[config.mk]
export PLATFORM = sky130hd
export DESIGN_NAME = i2c_regfile_target
export DESIGN_NICKNAME = d
export VERILOG_FILES = /design/src/rtl/i2c_tgt_pkg.sv /design/src/rtl/i2c_line_filter.sv /design/src/rtl/i2c_bus_events.sv /design/src/rtl/i2c_reg_bank.sv /design/src/rtl/i2c_target_fsm.sv /design/src/rtl/i2c_regfile_target.sv
export SDC_FILE = /design/constraint.sdc
export NUM_CORES = 1
export LEC_CHECK = 0
export CORE_AREA = 3 3 90 92
export DETAILED_ROUTE_END_ITERATION = 10
export DIE_AREA = 0 0 93 95
export PLACE_DENSITY = 0.84
export SLEW_MARGIN = 0
export SYNTH_ARGS = -nofsm -noshare
export SYNTH_HDL_FRONTEND = slang
export SYNTH_SLANG_ARGS = --single-unit
[constraint.sdc]
create_clock -name clk -period 2.2 [get_ports clk]
set_clock_uncertainty 0.2 [all_clocks]
set_input_delay 0.22 -clock clk [delete_from_list [all_inputs] [get_ports clk]]
set_output_delay 0.22 -clock clk [all_outputs]
set_load 0.005 [all_outputs]
[src/rtl/i2c_tgt_pkg.sv]
package i2c_tgt_pkg;

  localparam logic [6:0] TGT_ADDR   = 7'h06;
  localparam logic [7:0] BASE_ADDR  = 8'h20;
  localparam logic [7:0] CTRL0_INIT = 8'h90;
  localparam logic [7:0] CTRL1_INIT = 8'h2C;
  localparam logic [2:0] VREG_TOP   = 3'b110;

  typedef enum logic [2:0] {
    S_IDLE, S_RX, S_ACK, S_TX, S_MACK, S_SKIP
  } tgt_state_e;

  typedef enum logic [1:0] {
    K_ADDR, K_PTR, K_DATA, K_READ
  } byte_kind_e;

endpackage

[src/rtl/i2c_line_filter.sv]
module i2c_line_filter #(
  parameter int STABLE = 3,
  parameter bit INIT   = 1'b1
) (
  input  logic clk,
  input  logic rst_n,
  input  logic raw,
  output logic clean
);
  localparam int CW = $clog2(STABLE + 1);

  logic [1:0]    sync;
  logic [CW-1:0] cnt;

  // Two-flop synchroniser, then the output follows only after
  // STABLE consecutive samples that differ from it.
  always_ff @(posedge clk or negedge rst_n) begin
    if (!rst_n) begin
      sync  <= {2{INIT}};
      clean <= INIT;
      cnt   <= '0;
    end else begin
      sync <= {sync[0], raw};
      if (sync[1] != clean) begin
        if (cnt == CW'(STABLE - 1)) begin
          clean <= sync[1];
          cnt   <= '0;
        end else begin
          cnt <= cnt + 1'b1;
        end
      end else begin
        cnt <= '0;
      end
    end
  end
endmodule

[src/rtl/i2c_bus_events.sv]
module i2c_bus_events (
  input  logic clk,
  input  logic rst_n,
  input  logic scl,
  input  logic sda,
  output logic scl_rise,
  output logic scl_fall,
  output logic start_evt,
  output logic stop_evt
);
  logic scl_q, sda_q;

  always_ff @(posedge clk or negedge rst_n) begin
    if (!rst_n) begin
      scl_q <= 1'b1;
      sda_q <= 1'b1;
    end else begin
      scl_q <= scl;
      sda_q <= sda;
    end
  end

  always_comb begin
    scl_rise  = scl & ~scl_q;
    scl_fall  = ~scl & scl_q;
    start_evt = scl & scl_q & sda_q & ~sda;
    stop_evt  = scl & scl_q & ~sda_q & sda;
  end
endmodule

[src/rtl/i2c_reg_bank.sv]
module i2c_reg_bank
  import i2c_tgt_pkg::*;
#(
  parameter logic [7:0] BASE  = BASE_ADDR,
  parameter logic [7:0] INIT0 = CTRL0_INIT,
  parameter logic [7:0] INIT1 = CTRL1_INIT
) (
  input  logic       clk,
  input  logic       rst_n,
  input  logic       wr_en,
  input  logic [7:0] wr_addr,
  input  logic [7:0] wr_data,
  input  logic [7:0] rd_addr,
  output logic [7:0] rd_data,
  input  logic [2:0] stat_bits,
  output logic       drive_en,
  output logic       boost_en,
  output logic       boost_high,
  output logic [2:0] gain_code,
  output logic [2:0] vreg_code
);
  localparam logic [7:0] OFS_C0 = BASE;
  localparam logic [7:0] OFS_C1 = BASE + 8'd1;
  localparam logic [7:0] OFS_ST = BASE + 8'd2;

  logic [7:0] ctrl0, ctrl1;
  logic [7:0] c1_fixed;

  // Voltage code 3'b111 is out of range and is stored as VREG_TOP.
  always_comb begin
    c1_fixed = wr_data;
    if (wr_data[4:2] == 3'b111) c1_fixed[4:2] = VREG_TOP;
  end

  always_ff @(posedge clk or negedge rst_n) begin
    if (!rst_n) begin
      ctrl0 <= INIT0;
      ctrl1 <= INIT1;
    end else if (wr_en) begin
      if (wr_addr == OFS_C0) ctrl0 <= wr_data;
      if (wr_addr == OFS_C1) ctrl1 <= c1_fixed;
    end
  end

  always_comb begin
    case (rd_addr)
      OFS_C0:  rd_data = ctrl0;
      OFS_C1:  rd_data = ctrl1;
      OFS_ST:  rd_data = {4'b0000, stat_bits, 1'b0};
      default: rd_data = 8'h00;
    endcase
  end

  assign drive_en   = ctrl0[7];
  assign boost_en   = ctrl0[6];
  assign boost_high = ctrl0[5];
  assign gain_code  = ctrl1[7:5];
  assign vreg_code  = ctrl1[4:2];
endmodule

[src/rtl/i2c_target_fsm.sv]
module i2c_target_fsm
  import i2c_tgt_pkg::*;
#(
  parameter logic [6:0] DEV_ADDR = TGT_ADDR,
  parameter logic [7:0] PTR_INIT = BASE_ADDR
) (
  input  logic       clk,
  input  logic       rst_n,
  input  logic       scl_rise,
  input  logic       scl_fall,
  input  logic       start_evt,
  input  logic       stop_evt,
  input  logic       sda_f,
  input  logic [7:0] rd_data,
  output logic       sda_oe,
  output logic       wr_en,
  output logic [7:0] wr_addr,
  output logic [7:0] wr_data,
  output logic [7:0] ptr
);
  tgt_state_e state;
  byte_kind_e kind, nxt;
  logic [2:0] bitcnt;
  logic [6:0] shreg;
  logic [6:0] tx_sh;
  logic       flag;

  always_ff @(posedge clk or negedge rst_n) begin
    if (!rst_n) begin
      state   <= S_IDLE;
      kind    <= K_ADDR;
      nxt     <= K_ADDR;
      bitcnt  <= '0;
      shreg   <= '0;
      tx_sh   <= '0;
      flag    <= 1'b0;
      sda_oe  <= 1'b0;
      wr_en   <= 1'b0;
      wr_addr <= '0;
      wr_data <= '0;
      ptr     <= PTR_INIT;
    end else begin
      wr_en <= 1'b0;
      if (stop_evt) begin
        state  <= S_IDLE;
        sda_oe <= 1'b0;
      end else if (start_evt) begin
        state  <= S_RX;
        kind   <= K_ADDR;
        bitcnt <= '0;
        sda_oe <= 1'b0;
      end else begin
        case (state)
          S_RX: if (scl_rise) begin
            shreg  <= {shreg[5:0], sda_f};
            bitcnt <= bitcnt + 1'b1;
            if (bitcnt == 3'd7) begin
              flag  <= 1'b0;
              state <= S_ACK;
              case (kind)
                K_ADDR: begin
                  if (shreg == DEV_ADDR) nxt <= sda_f ? K_READ : K_PTR;
                  else                   state <= S_SKIP;
                end
                K_PTR: begin
                  ptr <= {shreg, sda_f};
                  nxt <= K_DATA;
                end
                default: begin
                  wr_en   <= 1'b1;
                  wr_addr <= ptr;
                  wr_data <= {shreg, sda_f};
                  ptr     <= ptr + 8'd1;
                  nxt     <= K_DATA;
                end
              endcase
            end
          end
          S_ACK: if (scl_fall) begin
            if (!flag) begin
              sda_oe <= 1'b1;
              flag   <= 1'b1;
            end else begin
              flag   <= 1'b0;
              bitcnt <= '0;
              if (nxt == K_READ) begin
                tx_sh  <= rd_data[6:0];
                sda_oe <= ~rd_data[7];
                state  <= S_TX;
              end else begin
                sda_oe <= 1'b0;
                kind   <= nxt;
                state  <= S_RX;
              end
            end
          end
          S_TX: if (scl_fall) begin
            if (bitcnt == 3'd7) begin
              sda_oe <= 1'b0;
              bitcnt <= '0;
              flag   <= 1'b0;
              state  <= S_MACK;
            end else begin
              sda_oe <= ~tx_sh[6];
              tx_sh  <= {tx_sh[5:0], 1'b0};
              bitcnt <= bitcnt + 1'b1;
            end
          end
          S_MACK: begin
            if (scl_rise && !flag) begin
              if (!sda_f) begin
                ptr  <= ptr + 8'd1;
                flag <= 1'b1;
              end else begin
                state <= S_SKIP;
              end
            end else if (scl_fall && flag) begin
              flag   <= 1'b0;
              tx_sh  <= rd_data[6:0];
              sda_oe <= ~rd_data[7];
              state  <= S_TX;
            end
          end
          default: ;
        endcase
      end
    end
  end
endmodule

[src/rtl/i2c_regfile_target.sv]
module i2c_regfile_target
  import i2c_tgt_pkg::*;
#(
  parameter logic [6:0] DEV_ADDR  = TGT_ADDR,
  parameter logic [7:0] REG_BASE  = BASE_ADDR,
  parameter logic [7:0] CTRL0_RST = CTRL0_INIT,
  parameter logic [7:0] CTRL1_RST = CTRL1_INIT,
  parameter int         FILT_LEN  = 3
) (
  input  logic       clk,
  input  logic       rst_n,
  input  logic       scl_in,
  input  logic       sda_in,
  output logic       sda_oe,
  input  logic       supply_ok,
  input  logic       vreg_ok,
  input  logic       temp_ok,
  output logic       drive_en,
  output logic       boost_en,
  output logic       boost_high,
  output logic [2:0] gain_code,
  output logic [2:0] vreg_code
);
  localparam int NLINES = 2;

  logic [NLINES-1:0] raw_lines, clean_lines;
  logic scl_f, sda_f;
  logic scl_rise, scl_fall, start_evt, stop_evt;
  logic wr_en;
  logic [7:0] wr_addr, wr_data, ptr, rd_data;

  assign raw_lines = {sda_in, scl_in};

  for (genvar i = 0; i < NLINES; i++) begin : g_filt
    i2c_line_filter #(.STABLE(FILT_LEN), .INIT(1'b1)) u_filt (
      .clk  (clk),
      .rst_n(rst_n),
      .raw  (raw_lines[i]),
      .clean(clean_lines[i])
    );
  end

  assign scl_f = clean_lines[0];
  assign sda_f = clean_lines[1];

  i2c_bus_events u_evt (
    .clk      (clk),
    .rst_n    (rst_n),
    .scl      (scl_f),
    .sda      (sda_f),
    .scl_rise (scl_rise),
    .scl_fall (scl_fall),
    .start_evt(start_evt),
    .stop_evt (stop_evt)
  );

  i2c_target_fsm #(.DEV_ADDR(DEV_ADDR), .PTR_INIT(REG_BASE)) u_fsm (
    .clk      (clk),
    .rst_n    (rst_n),
    .scl_rise (scl_rise),
    .scl_fall (scl_fall),
    .start_evt(start_evt),
    .stop_evt (stop_evt),
    .sda_f    (sda_f),
    .rd_data  (rd_data),
    .sda_oe   (sda_oe),
    .wr_en    (wr_en),
    .wr_addr  (wr_addr),
    .wr_data  (wr_data),
    .ptr      (ptr)
  );

  i2c_reg_bank #(.BASE(REG_BASE), .INIT0(CTRL0_RST), .INIT1(CTRL1_RST)) u_bank (
    .clk       (clk),
    .rst_n     (rst_n),
    .wr_en     (wr_en),
    .wr_addr   (wr_addr),
    .wr_data   (wr_data),
    .rd_addr   (ptr),
    .rd_data   (rd_data),
    .stat_bits ({supply_ok, vreg_ok, temp_ok}),
    .drive_en  (drive_en),
    .boost_en  (boost_en),
    .boost_high(boost_high),
    .gain_code (gain_code),
    .vreg_code (vreg_code)
  );
endmodule

After elaboration in Yosys (flattened, before gate mapping)
Index checks and enable logic that the tools add are counted.

storage, ports and cells
  register bits = 79
  input port bits = 7

cells by class
  add/subtract/negate cells = 4
  equality and inequality tests = 48
  muxes and demuxes = 75
  bitwise operators = 16
  reduce and logical (&&, ||, !) cells = 28

operator list
  kind                                                              number
  3-bit 2-to-1 mux                                                  20
  7-bit 2-to-1 mux                                                  7
  8-bit by 6-bit == test with 1-bit output (second input constant)  5
  8-bit 2-to-1 mux                                                  4
  8-bit one-hot mux with 2 select lines                             2
  4-bit by 3-bit != test with 1-bit output (second input constant)  7
  2-bit 2-to-1 mux                                                  13
  8-bit one-hot mux with 3 select lines                             1
  1-bit 2-to-1 mux                                                  23
  7-bit one-hot mux with 3 select lines                             1
  2-bit by 1-bit != test with 1-bit output (second input constant)  9
  6-bit AND reduction                                               3
  8-bit AND reduction                                               2
  3-bit by 2-bit != test with 1-bit output (second input constant)  4
  3-bit one-hot mux with 4 select lines                             1
  2-bit != test (second input constant)                             5
  10-bit AND reduction                                              1
  5-bit AND reduction                                               2
  3-bit == test (second input constant)                             3
  1-bit NOT                                                         9
  3-bit one-hot mux with 3 select lines                             1
  9-bit AND reduction                                               1
  8-bit by 1-bit adder with 8-bit output (second input constant)    1
  2-bit AND reduction                                               4
  26 further kinds                                                  42

Logic depth before layout (Yosys ltp)
Gate-level depths: netlist (run 1).

  word-level depth = 9
  gate-level depth with buffers = 8

Modules after synthesis
Synthesis (run 1) repeated with hierarchy kept, for this count alone.

unflattened totals
  cells, all modules = 351
  area total of the unflattened synthesis = 4038.9 um^2

modules (own cells, without submodules)
  module           instances  cells an instance  area an instance (um^2)  sequential area each (um^2)
  i2c_target_fsm   1          254                2700.1                   1277.5
  i2c_reg_bank     1          71                 895.9                    406.6
  i2c_line_filter  2          10                 178.9                    128.9
  i2c_bus_events   1          6                  85.1                     52.6

Worst setup path before layout (run 1)
No wires, ideal clock.

  path kind = reg2reg
  from = register u_fsm.ptr[1]
  to = register u_fsm.tx_sh[4]
  setup time = 125 ps
  data arrival time = 1763 ps
  setup slack = 112 ps
  stages on the path, launching flop included = 7
  period minus slack after synthesis = 2088 ps
  cell sequence = dfrtp_1 -> inv_1 -> ha_1 -> buf_1 -> o311ai_1 -> o21ai_1 -> mux2_4

on the way
  longest elaborated chain between the ends = 6
  elaborated cells on any way between the ends = 10

ends and longest elaborated chain
  item                                      RTL line               source
  start: declaration                        i2c_target_fsm.sv:19   output logic [7:0] ptr
  start signal: assignment                  i2c_target_fsm.sv:66   ptr <= {shreg, sda_f};
  start signal: assignment                  i2c_target_fsm.sv:73   ptr <= ptr + 8'd1;
  start signal: assignment                  i2c_target_fsm.sv:112  ptr <= ptr + 8'd1;
  8-bit by 6-bit == test with 1-bit output  i2c_reg_bank.sv:46     case (rd_addr)
  8-bit one-hot mux with 3 select lines *   i2c_reg_bank.sv:46
  7-bit 2-to-1 mux                          i2c_target_fsm.sv:86   if (nxt == K_READ) begin
  7-bit 2-to-1 mux                          i2c_target_fsm.sv:80   if (!flag) begin
  7-bit 2-to-1 mux                          i2c_target_fsm.sv:79   S_ACK: if (scl_fall) begin
  7-bit one-hot mux with 3 select lines *   i2c_target_fsm.sv:53   case (state)
  end signal: assignment                    i2c_target_fsm.sv:87   tx_sh <= rd_data[6:0];
  end signal: assignment                    i2c_target_fsm.sv:105  tx_sh <= {tx_sh[5:0], 1'b0};
  end signal: assignment                    i2c_target_fsm.sv:119  tx_sh <= rd_data[6:0];
  end: declaration                          i2c_target_fsm.sv:25   logic [6:0] tx_sh;

Mark *: on every way between the ends. The rest lies on a longest branch, timed or not. The select of a mux whose other input is x is not followed.
A chain may end at the register's enable or synchronous reset.

Final worst setup path (run 1)
  from = register g_filt[0].u_filt.clean
  to = register u_fsm.nxt[1]

on the way
  longest elaborated chain between the ends = 5
  elaborated cells on any way between the ends = 9

ends and longest elaborated chain
  item                                               RTL line                                    source
  start: declaration                                 i2c_line_filter.sv:8                        output logic clean
  start signal: assignment                           i2c_line_filter.sv:26                       clean <= sync[1];
  1-bit AND                                          i2c_bus_events.sv:26, i2c_bus_events.sv:27
  1-bit AND, on equally long branches (2 in series)  i2c_bus_events.sv:26, i2c_bus_events.sv:27
  1-bit NOT (no source line)                         n/a
  6-bit AND reduction (no source line) *             n/a
  end signal: assignment                             i2c_target_fsm.sv:62                        if (shreg == DEV_ADDR) nxt <= sda_f ? K_READ : K_PTR;
  end: declaration                                   i2c_target_fsm.sv:22                        byte_kind_e kind, nxt;

Mark *: on every way between the ends. The rest lies on a longest branch, timed or not.

==> impl_summary.md, run 1 <==
Power and ir drop
In this run, the combinational gates consume between 30% and 40% of the power. Per report_power, the clock group accounts for 21.8% of the total. In this run switching power makes up between 30% and 40% of total power. The share of total power dissipated in sequential elements is a little over two fifths.

Overall power consumption after layout is estimated at about 4.7 mW. The leakage power is 2.06 nW. The maximum vdd drop is 525 uV. The switching power is 1.76 mW. In this run the power density over the cells is about 1000 nW/um2. Internal power comes to 2.91 mW.

Hold path
The tightest min-delay check is of the primary input to register type. In this run the most critical hold path is launched from sda_in. The terminating pin of the worst hold path is g_filt[1].u_filt.sync[0]$_DFF_PN1_.

The number of cells on the worst hold path is 1.

Layout
Counting the fill cells in the layout gives 571. The library cell used most frequently in the layout, excluding fill and tap cells, is dfrtp_1. 0 antenna diodes ended up in the layout.

The library cells used most frequently in the layout, excluding fill and tap cells, are dfrtp_1 (64), nand2_1 (44), buf_4 (24). Compared with the post-synthesis result, the final layout area differs by 15.4%. For this run, the post-layout net count is 408. The final design area excluding fillers is roughly 4600 um2.

The share of post-route cells with drive strength above 1 is 27.0%.

Synthesis
The most used flip-flop cell after synthesis is dfrtp_1. The number of enable flip-flop cells after synthesis is 0. After synthesis, the share of flip-flops with an asynchronous set or reset is between 90% and 100%. The cell area after synthesis is 3970 um2.

The synthesized netlist contains 68 unique library cells. Sequential elements use 50.2% of the synthesized area. The synthesis warning total is 0.

The per-instance average area after synthesis is 10.9 um2. Synthesis produced a netlist with a net count of 377. The cell count after synthesis came out at between 300 and 400. The synthesized flop and latch total is 79.

Floorplan
From left edge to right edge, the die measures 93 um. During I/O placement, the number of pins put on the boundary was 17. The die boundary height is 95 um.

The initial cell density of the core is 54.5%. The floorplan step defined a die boundary enclosing approximately 9000 um2. The region available for standard cell placement spans 7290 um2.

In this run the core area contains 31 standard-cell rows.

Setup path
The number of cells on the worst reg-to-reg path is 6. At the worst endpoint, the required time is 2.25 ns. The worst-path maximum fanout is 8. The startpoint of the most critical register-to-register path is g_filt[0].u_filt.clean$_DFFE_PN1P_. The critical path endpoint category is a register. The worst register-to-register path has a setup slack of 0.08 ns. Data on the critical path arrives at its endpoint at 2.17 ns. STA classifies the critical path startpoint as a register.

In this run the critical register-to-register path is captured at u_fsm.nxt[1]$_DFFE_PN0P_. The classification of the worst setup path is register to register.

Drt
The iteration count of the initial detailed-routing pass is 5. Dividing the detail-routed wire length by the instance count gives 16.5 um. The count of unresolved DRC violations after routing is 0. The routed layout has 2892 vias. The mean number of vias per cell is approximately 5.8. Wires add up to 8.23 mm. The count of nets left with antenna violations once routing finished came out at 0. The first-iteration detailed-routing DRC count is a little under 200.

Clocking
The number of clock buffers inserted by TritonCTS is 9. The clock reaches the later pin of the worst-skew pair after 0.36 ns. The number of buffers on the longest clock path is 2. The sink count of the clock tree is 79. The buffer type at the clock tree root is clkbuf_8. The setup fix buffers added after clock tree synthesis is 0. The deepest level of the CTS H-tree is 3. After clock tree synthesis, the clock-pin slew on the worst setup and hold paths is ~0.080 ns.

TritonCTS built the clock tree.

Placement
Buffers placed on the I/O ports in this run total 16. Summing all placed instances gives a cell area of 4350 um2. The routability-driven placement congestion ratio is approximately 0.9. The total half-perimeter wirelength after legalization and detailed placement is 6.04 mm. The pre-CTS worst setup slack is -0.0409 ns.

Outcome
The flow ran to the end, and the final reports show no timing, DRC or antenna violations.

STA
The final clock period utilization by the worst path is a little over nine tenths. The max-slew violation count was 0. The final hold violation count is 0.

Setup repair after global routing left no endpoint under its margin. The worst setup slack after layout is 0.0765 ns. The fmax is ~470 MHz. The worst-case headroom to the max-slew limit is 65.1%. The total of endpoints with negative setup slack in the final report is 0. Subtracting the final worst setup slack from the clock period gives 2.12 ns. The slew of the pin with the lowest slew margin is 0.519 ns.

Global route
For this run, the total global-route usage over all layers was measured as 20.3%. For this run the aggregate overflow at the end of global routing stands at 0. The first global-routing pass estimated 14.0 mm of wire.

Entering global routing, the biggest net connects 42 pins. The number of global-route vias before repair is 2910. The initial antenna violation count is 0.

Run
The tool flagged a number of max-cap violations equal to 0.
## through the flow
| stage | setup TNS [ns] | hold slack, ns | std cells | util, % |
|---|---|---|---|---|
| after floorplan | 0 | -0.276 | 364 | - |
| after global placement | 0 | 0.0314 | 482 | 59.6 |
| after detailed placement | -0.0938 | 0.0405 | 482 | 59.6 |
| after CTS | 0 | 0.0517 | 499 | 62.4 |
| after global routing | 0 | 0.0515 | 499 | 62.9 |
| final | 0 | 0.0617 | 499 | 62.9 |
## cell type report
cell class                 instances  area [um2]  share of cell area [%]
clock inverter                     7        62.6                    1.36
clock buffer                       9         124                    2.70
tap                               99         124                    2.70
sequential                        79        2000                    43.5
inverter                           8        30.0                   0.655
multi-input combinational        254        1850                    40.3
timing repair buffer              43         400                    8.73
## cells by family (layout without fill, tap and decap cells)
family,Yosys count,after routing,share of synthesized area [%]
AOI/OAI and AO/OA,80,80,13.2
and+or+nand+nor,121,121,17.1
DFF,79,79,50.2
buffers and inverters,31,67,4.28
xor gates and xnor gates,3,3,0.661
muxes,44,44,12.7
adders and majority gates,6,6,1.89
## worst max-delay path, stage by stage (launching register included)
cell,delay (ns)
dfstp_2,0.58
buf_4,0.17
nand2b_4,0.09
nor2_1,0.20
nand2_1,0.14
nor3b_2,0.26
mux2_2,0.37
## cells in the mapped netlist (3+ instances only)
cell	n	area [um2]
dfrtp_1	65	1630
nand2_1	44	165
mux2_2	23	259
nor2_1	22	82.6
o21ai_0	22	110
dfstp_2	14	368
buf_4	12	90.1
a21oi_1	11	55.1
mux2_1	11	124
nand3_1	8	40.0
a31oi_1	7	43.8
buf_2	7	35.0
inv_1	7	26.3
o21ai_1	7	35.0
and3_1	6	37.5
ha_1	6	75.1
mux2i_1	6	60.1
nor3b_1	6	45.0
nor3_1	5	25.0
a22oi_1	4	30.0
mux2_4	4	60.1
a222oi_1	3	30.0
nand2b_1	3	18.8
nor2b_1	3	18.8
o211ai_1	3	22.5
o22a_1	3	26.3
o22a_2	3	30.0
## power by group through the flow
stage	sequential, mW	clock [mW]	combinational, mW
after floorplan	1.93	0	1.19
after detailed placement	2.03	0	1.58
final	2.02	1.01	1.63
after global placement	2.01	0	1.53
after global routing	2.06	1.09	1.81
after CTS	2.00	1.03	1.59
## registers in the layout, indices dropped and copies added, names as in the netlist
name and flops:
g_filt.u_filt.clean 2, g_filt.u_filt.cnt 4, g_filt.u_filt.sync 4, u_bank.ctrl0 8, u_bank.ctrl1 8, u_evt.scl_q 1, u_evt.sda_q 1, u_fsm.bitcnt 3
u_fsm.flag 1, u_fsm.kind 2, u_fsm.nxt 2, u_fsm.ptr 8, u_fsm.sda_oe 1, u_fsm.shreg 7, u_fsm.state 3, u_fsm.tx_sh 7
u_fsm.wr_addr 8, u_fsm.wr_data 8, u_fsm.wr_en 1
## per-layer routing
layer,up-vias,global-route usage [%],wire (um)
met1,1416,26.0,3640
met4,0,9.16,231
li1,1373,-,-
met5,-,0,0
met3,20,4.62,387
met2,83,33.1,3970
## worst max-delay path by stage
| stage | start | endpoint | cells past startpoint | slack [ns] |
|---|---|---|---|---|
| finish | g_filt[0].u_filt.clean$_DFFE_PN1P_ | u_fsm.nxt[1]$_DFFE_PN0P_ | 6 | 0.08 |
| global route | g_filt[0].u_filt.clean$_DFFE_PN1P_ | u_fsm.state[2]$_DFFE_PN0P_ | 6 | 0.004 |
| CTS | u_fsm.bitcnt[0]$_DFFE_PN0P_ | u_fsm.ptr[6]$_DFFE_PN0P_ | 7 | 0.02 |
| detailed placement | u_fsm.ptr[1]$_DFFE_PN0P_ | u_fsm.tx_sh[6]$_DFFE_PN0P_ | 5 | -0.04 |
| global placement | u_fsm.ptr[5]$_DFFE_PN1P_ | u_fsm.tx_sh[5]$_DFFE_PN0P_ | 5 | 0.1 |
| floorplan | u_fsm.ptr[1]$_DFFE_PN0P_ | u_fsm.tx_sh[4]$_DFFE_PN0P_ | 6 | 0.11 |
## repair_timing
item / 4_1_cts / 5_1_grt
endpoints found under the setup margin: 4 / 16
resized for setup: 1 / 7
hold endpoints to repair: 32 / 0
hold buffers: 1 / 0
pin swaps: 0 / 0
Note: power is estimated with default switching activity, not from simulation.
==> run 2, diff against run 1 <==
--- a/config.mk
+++ b/config.mk
@@ -8,7 +8,7 @@
 export CORE_AREA = 3 3 90 92
 export DETAILED_ROUTE_END_ITERATION = 10
 export DIE_AREA = 0 0 93 95
-export PLACE_DENSITY = 0.84
+export PLACE_DENSITY = 0.74
 export SLEW_MARGIN = 0
 export SYNTH_ARGS = -nofsm -noshare
 export SYNTH_HDL_FRONTEND = slang
==> run 2 against run 1 <==
Net effect: sequential power is 2% lower; register-to-register slack about the same; via count about the same; critical path type unchanged; largest cell class unchanged.
==> impl_summary.md, run 2 (synthesis results as in run 1) <==
Outcome
The run finished with clean final reports.

Power and ir drop
The leakage power came to 2.09 nW (+1.2%). The switching power is 1.74 mW (-0.62%). The cell-internal power is 3.03 mW (+4.3%). The maximum vdd drop is 567 uV (+8.1%). The switching share of power is 36.5% (-1.1 points).

The total design power is 4.78 mW (+2.4%). The register share of total power is 41.5% (-1.7 points). The combinational share of power came to 34.8% (-0.2 points).

The portion of total power attributed to the clock network is 23.7% (+1.9 points). The total power divided by cell area came to 1030 nW/um2 (+1.6%).

Drt
The routed via count came to 2893 (+0.035%). The total length of routed wires is 8.36 mm (+1.6%). The routed length per instance was 16.7 um (+1.0%).

The mean number of vias per cell came to 5.76 (-0.56%). The count of unresolved DRC violations after routing is 0 (unchanged). The iteration count of the initial detailed-routing pass was 5 (unchanged).

The final antenna-violating net count is 0 (unchanged). The first-iteration detailed-routing DRC count is 218 (+10%).

Setup path
The arrival time of the worst setup path is 2.21 ns (+0.04 ns). The classification of the worst setup path is register to register. The number of cells on the worst reg-to-reg path was 5 (-1).

The end of the worst register-to-register path is u_fsm.tx_sh[4]$_DFFE_PN0P_. The worst setup path is captured at a register. The category of the worst setup path launch point is a register. The worst-path maximum fanout came to 7 (-1).

The startpoint identified for the worst register-to-register timing path is u_fsm.ptr[5]$_DFFE_PN1P_. The worst reg-to-reg setup slack was 0.09 ns (about the same). The data required time at the worst endpoint was 2.30 ns (+0.05 ns).

Placement
The routability-driven placement congestion ratio is 0.961 (+9.2%). The pre-CTS worst setup slack is -0.0447 ns (-0.00371 ns). The count of buffers from port buffering was 16 (unchanged). The count of placed standard cells including taps is 485 (+0.62%). The post-detailed-placement cell area came to 4370 um2 (+0.52%). The total half-perimeter wirelength after legalization and detailed placement is 6.08 mm (+0.71%).

Global route
The total routing resource utilization after global routing came to 21.2% (+0.89 points). The sum of overflow across all layers after global routing is 0 (unchanged). The initial antenna violation count is 0 (unchanged). The most congested layer reported by global routing is met2. The met1 track demand over resource is 27.6% (+1.5 points). The number of global-route vias before repair was 2907 (-0.10%). The largest net degree at the start of global routing came to 40 (-4.8%). The met3 usage in global routing is 3.67% (-0.96 points). The met2 track demand over resource was 34.9% (+1.8 points). The first-pass GRT wire length came to 14.4 mm (+2.9%).

Clocking
The insertion delay to the later sink of the worst-skew pair is 0.35 ns (about the same). The number of buffers on the longest clock path was 2 (unchanged). The deepest level of the CTS H-tree is 3 (unchanged). The sink count of the clock tree was 79 (unchanged). The TritonCTS clock tree is built. The clock transition at the registers of the reported paths is 0.09 ns (about the same). The tree is rooted in a clkbuf_8. The number of clock buffers inserted by TritonCTS is 9 (unchanged). The setup fix buffers added after clock tree synthesis is 0 (unchanged).

Hold path
The number of cells on the worst hold path is 1 (unchanged). For hold timing, the worst endpoint is g_filt[0].u_filt.sync[0]$_DFF_PN1_. The path class of the tightest hold or removal check is primary input to register. The beginning of the worst hold path is scl_in.

STA
The fmax came to 474 MHz (+0.60%). The clock period minus final worst setup slack was 2.11 ns (-0.0126 ns). The total of endpoints with negative setup slack in the final report is 0 (unchanged). Setup repair after global routing left no endpoint under its margin. The max-slew violation count is 0 (unchanged). The worst hold slack is 0.0607 ns (-0.000969 ns). The slew of the pin with the lowest slew margin is 0.507 ns (-0.0119 ns).

The final hold violation count is 0 (unchanged). The worst setup slack after layout is 0.0890 ns (+0.0126 ns). The worst-case headroom to the max-slew limit was 66.2% (+1.1 points). The final clock period utilization by the worst path is 96.0% (-0.57 points).

Layout
The share of post-route cells with drive strength above 1 is 27.5% (+0.54 points). The antenna diode instance count came to 0 (unchanged). The number of non-filler instances in the completed layout is 502 (+0.60%).

The library cell used most frequently in the layout, excluding fill and tap cells, is dfrtp_1. The final design area excluding fillers is 4620 um2 (+0.79%). The number of nets at the end of the flow came to 411 (+0.74%). The synthesis-to-layout area growth is 16.3%. In the layout the commonest cells are dfrtp_1 (64), nand2_1 (44), buf_4 (27). The number of inserted filler cells in the final layout is 577 (+1.1%).

Floorplan
The total core area was 7290 um2 (unchanged). The overall die area came to 8840 um2 (unchanged). The initial cell density of the core came to 54.5% (unchanged).

The row count is 31 (unchanged). The overall die width came to 93 um (unchanged). The I/O pin total is 17 (unchanged). The die boundary height came to 95 um (unchanged).

Run
The max-capacitance violation count came to 0 (unchanged).
-- run 2: worst max path at each step --
stage                                startpoint  cells past startpoint                         end  slack, ns
finish                 u_fsm.ptr[5]$_DFFE_PN1P_                      5  u_fsm.tx_sh[4]$_DFFE_PN0P_       0.09
global route        u_fsm.bitcnt[0]$_DFFE_PN0P_                      6      u_fsm.flag$_DFFE_PN0P_      0.002
CTS                 u_fsm.bitcnt[0]$_DFFE_PN0P_                      6      u_fsm.flag$_DFFE_PN0P_      0.005
detailed placement     u_fsm.ptr[1]$_DFFE_PN0P_                      5  u_fsm.tx_sh[4]$_DFFE_PN0P_      -0.04
global placement    u_fsm.bitcnt[0]$_DFFE_PN0P_                      6      u_fsm.flag$_DFFE_PN0P_       0.05
floorplan              u_fsm.ptr[1]$_DFFE_PN0P_                      6  u_fsm.tx_sh[4]$_DFFE_PN0P_       0.11
-- run 2: layout make-up --
class / instances / area, um2 / area share (%)
flip-flops and latches: 79 / 2000 / 43.2
multi-input cells: 254 / 1840 / 39.8
repair buffers: 46 / 423 / 9.15
clock buffers: 9 / 124 / 2.68
well taps: 99 / 124 / 2.68
clock inverters: 7 / 86.3 / 1.87
inverters: 8 / 30.0 / 0.650
-- run 2: critical path, cell delays in order (launching register included) --
cell	delay, ns
dfstp_2	0.59
or4b_1	0.50
nor3_4	0.22
o311ai_4	0.19
o21ai_1	0.20
mux2_4	0.16
-- run 2: stage by stage --
stage / setup TNS (ns) / utilization [%]
floorplan: 0 / -
global placement: 0 / 59.9
detailed placement: -0.0681 / 59.9
CTS: 0 / 63.1
global route: 0 / 63.4
finish: 0 / 63.4
-- run 2: layer usage --
layer / vias to the layer above / wire length [um] / part of all wire (%)
met5: - / 0 / 0
met4: 0 / 199 / 2.4
met3: 17 / 406 / 4.9
met2: 71 / 4070 / 49
met1: 1431 / 3690 / 44
li1: 1374 / - / -
-- run 2: power groups by stage --
| stage | Clock, mW | Sequential (mW) | Combinational, mW |
|---|---|---|---|
| after floorplan | 0 | 1.93 | 1.19 |
| after global placement | 0 | 1.99 | 1.58 |
| after detailed placement | 0 | 2.00 | 1.62 |
| after CTS | 1.17 | 1.97 | 1.64 |
| after global routing | 1.23 | 2.03 | 1.85 |
| final | 1.13 | 1.98 | 1.66 |
-- run 2: what timing repair did --
action | 4_1_cts | 5_1_grt
endpoints found under the hold margin | 37 | 0
hold buffers | 1 | 0
setup endpoints to repair | 2 | 15
gates resized for setup | 1 | 5
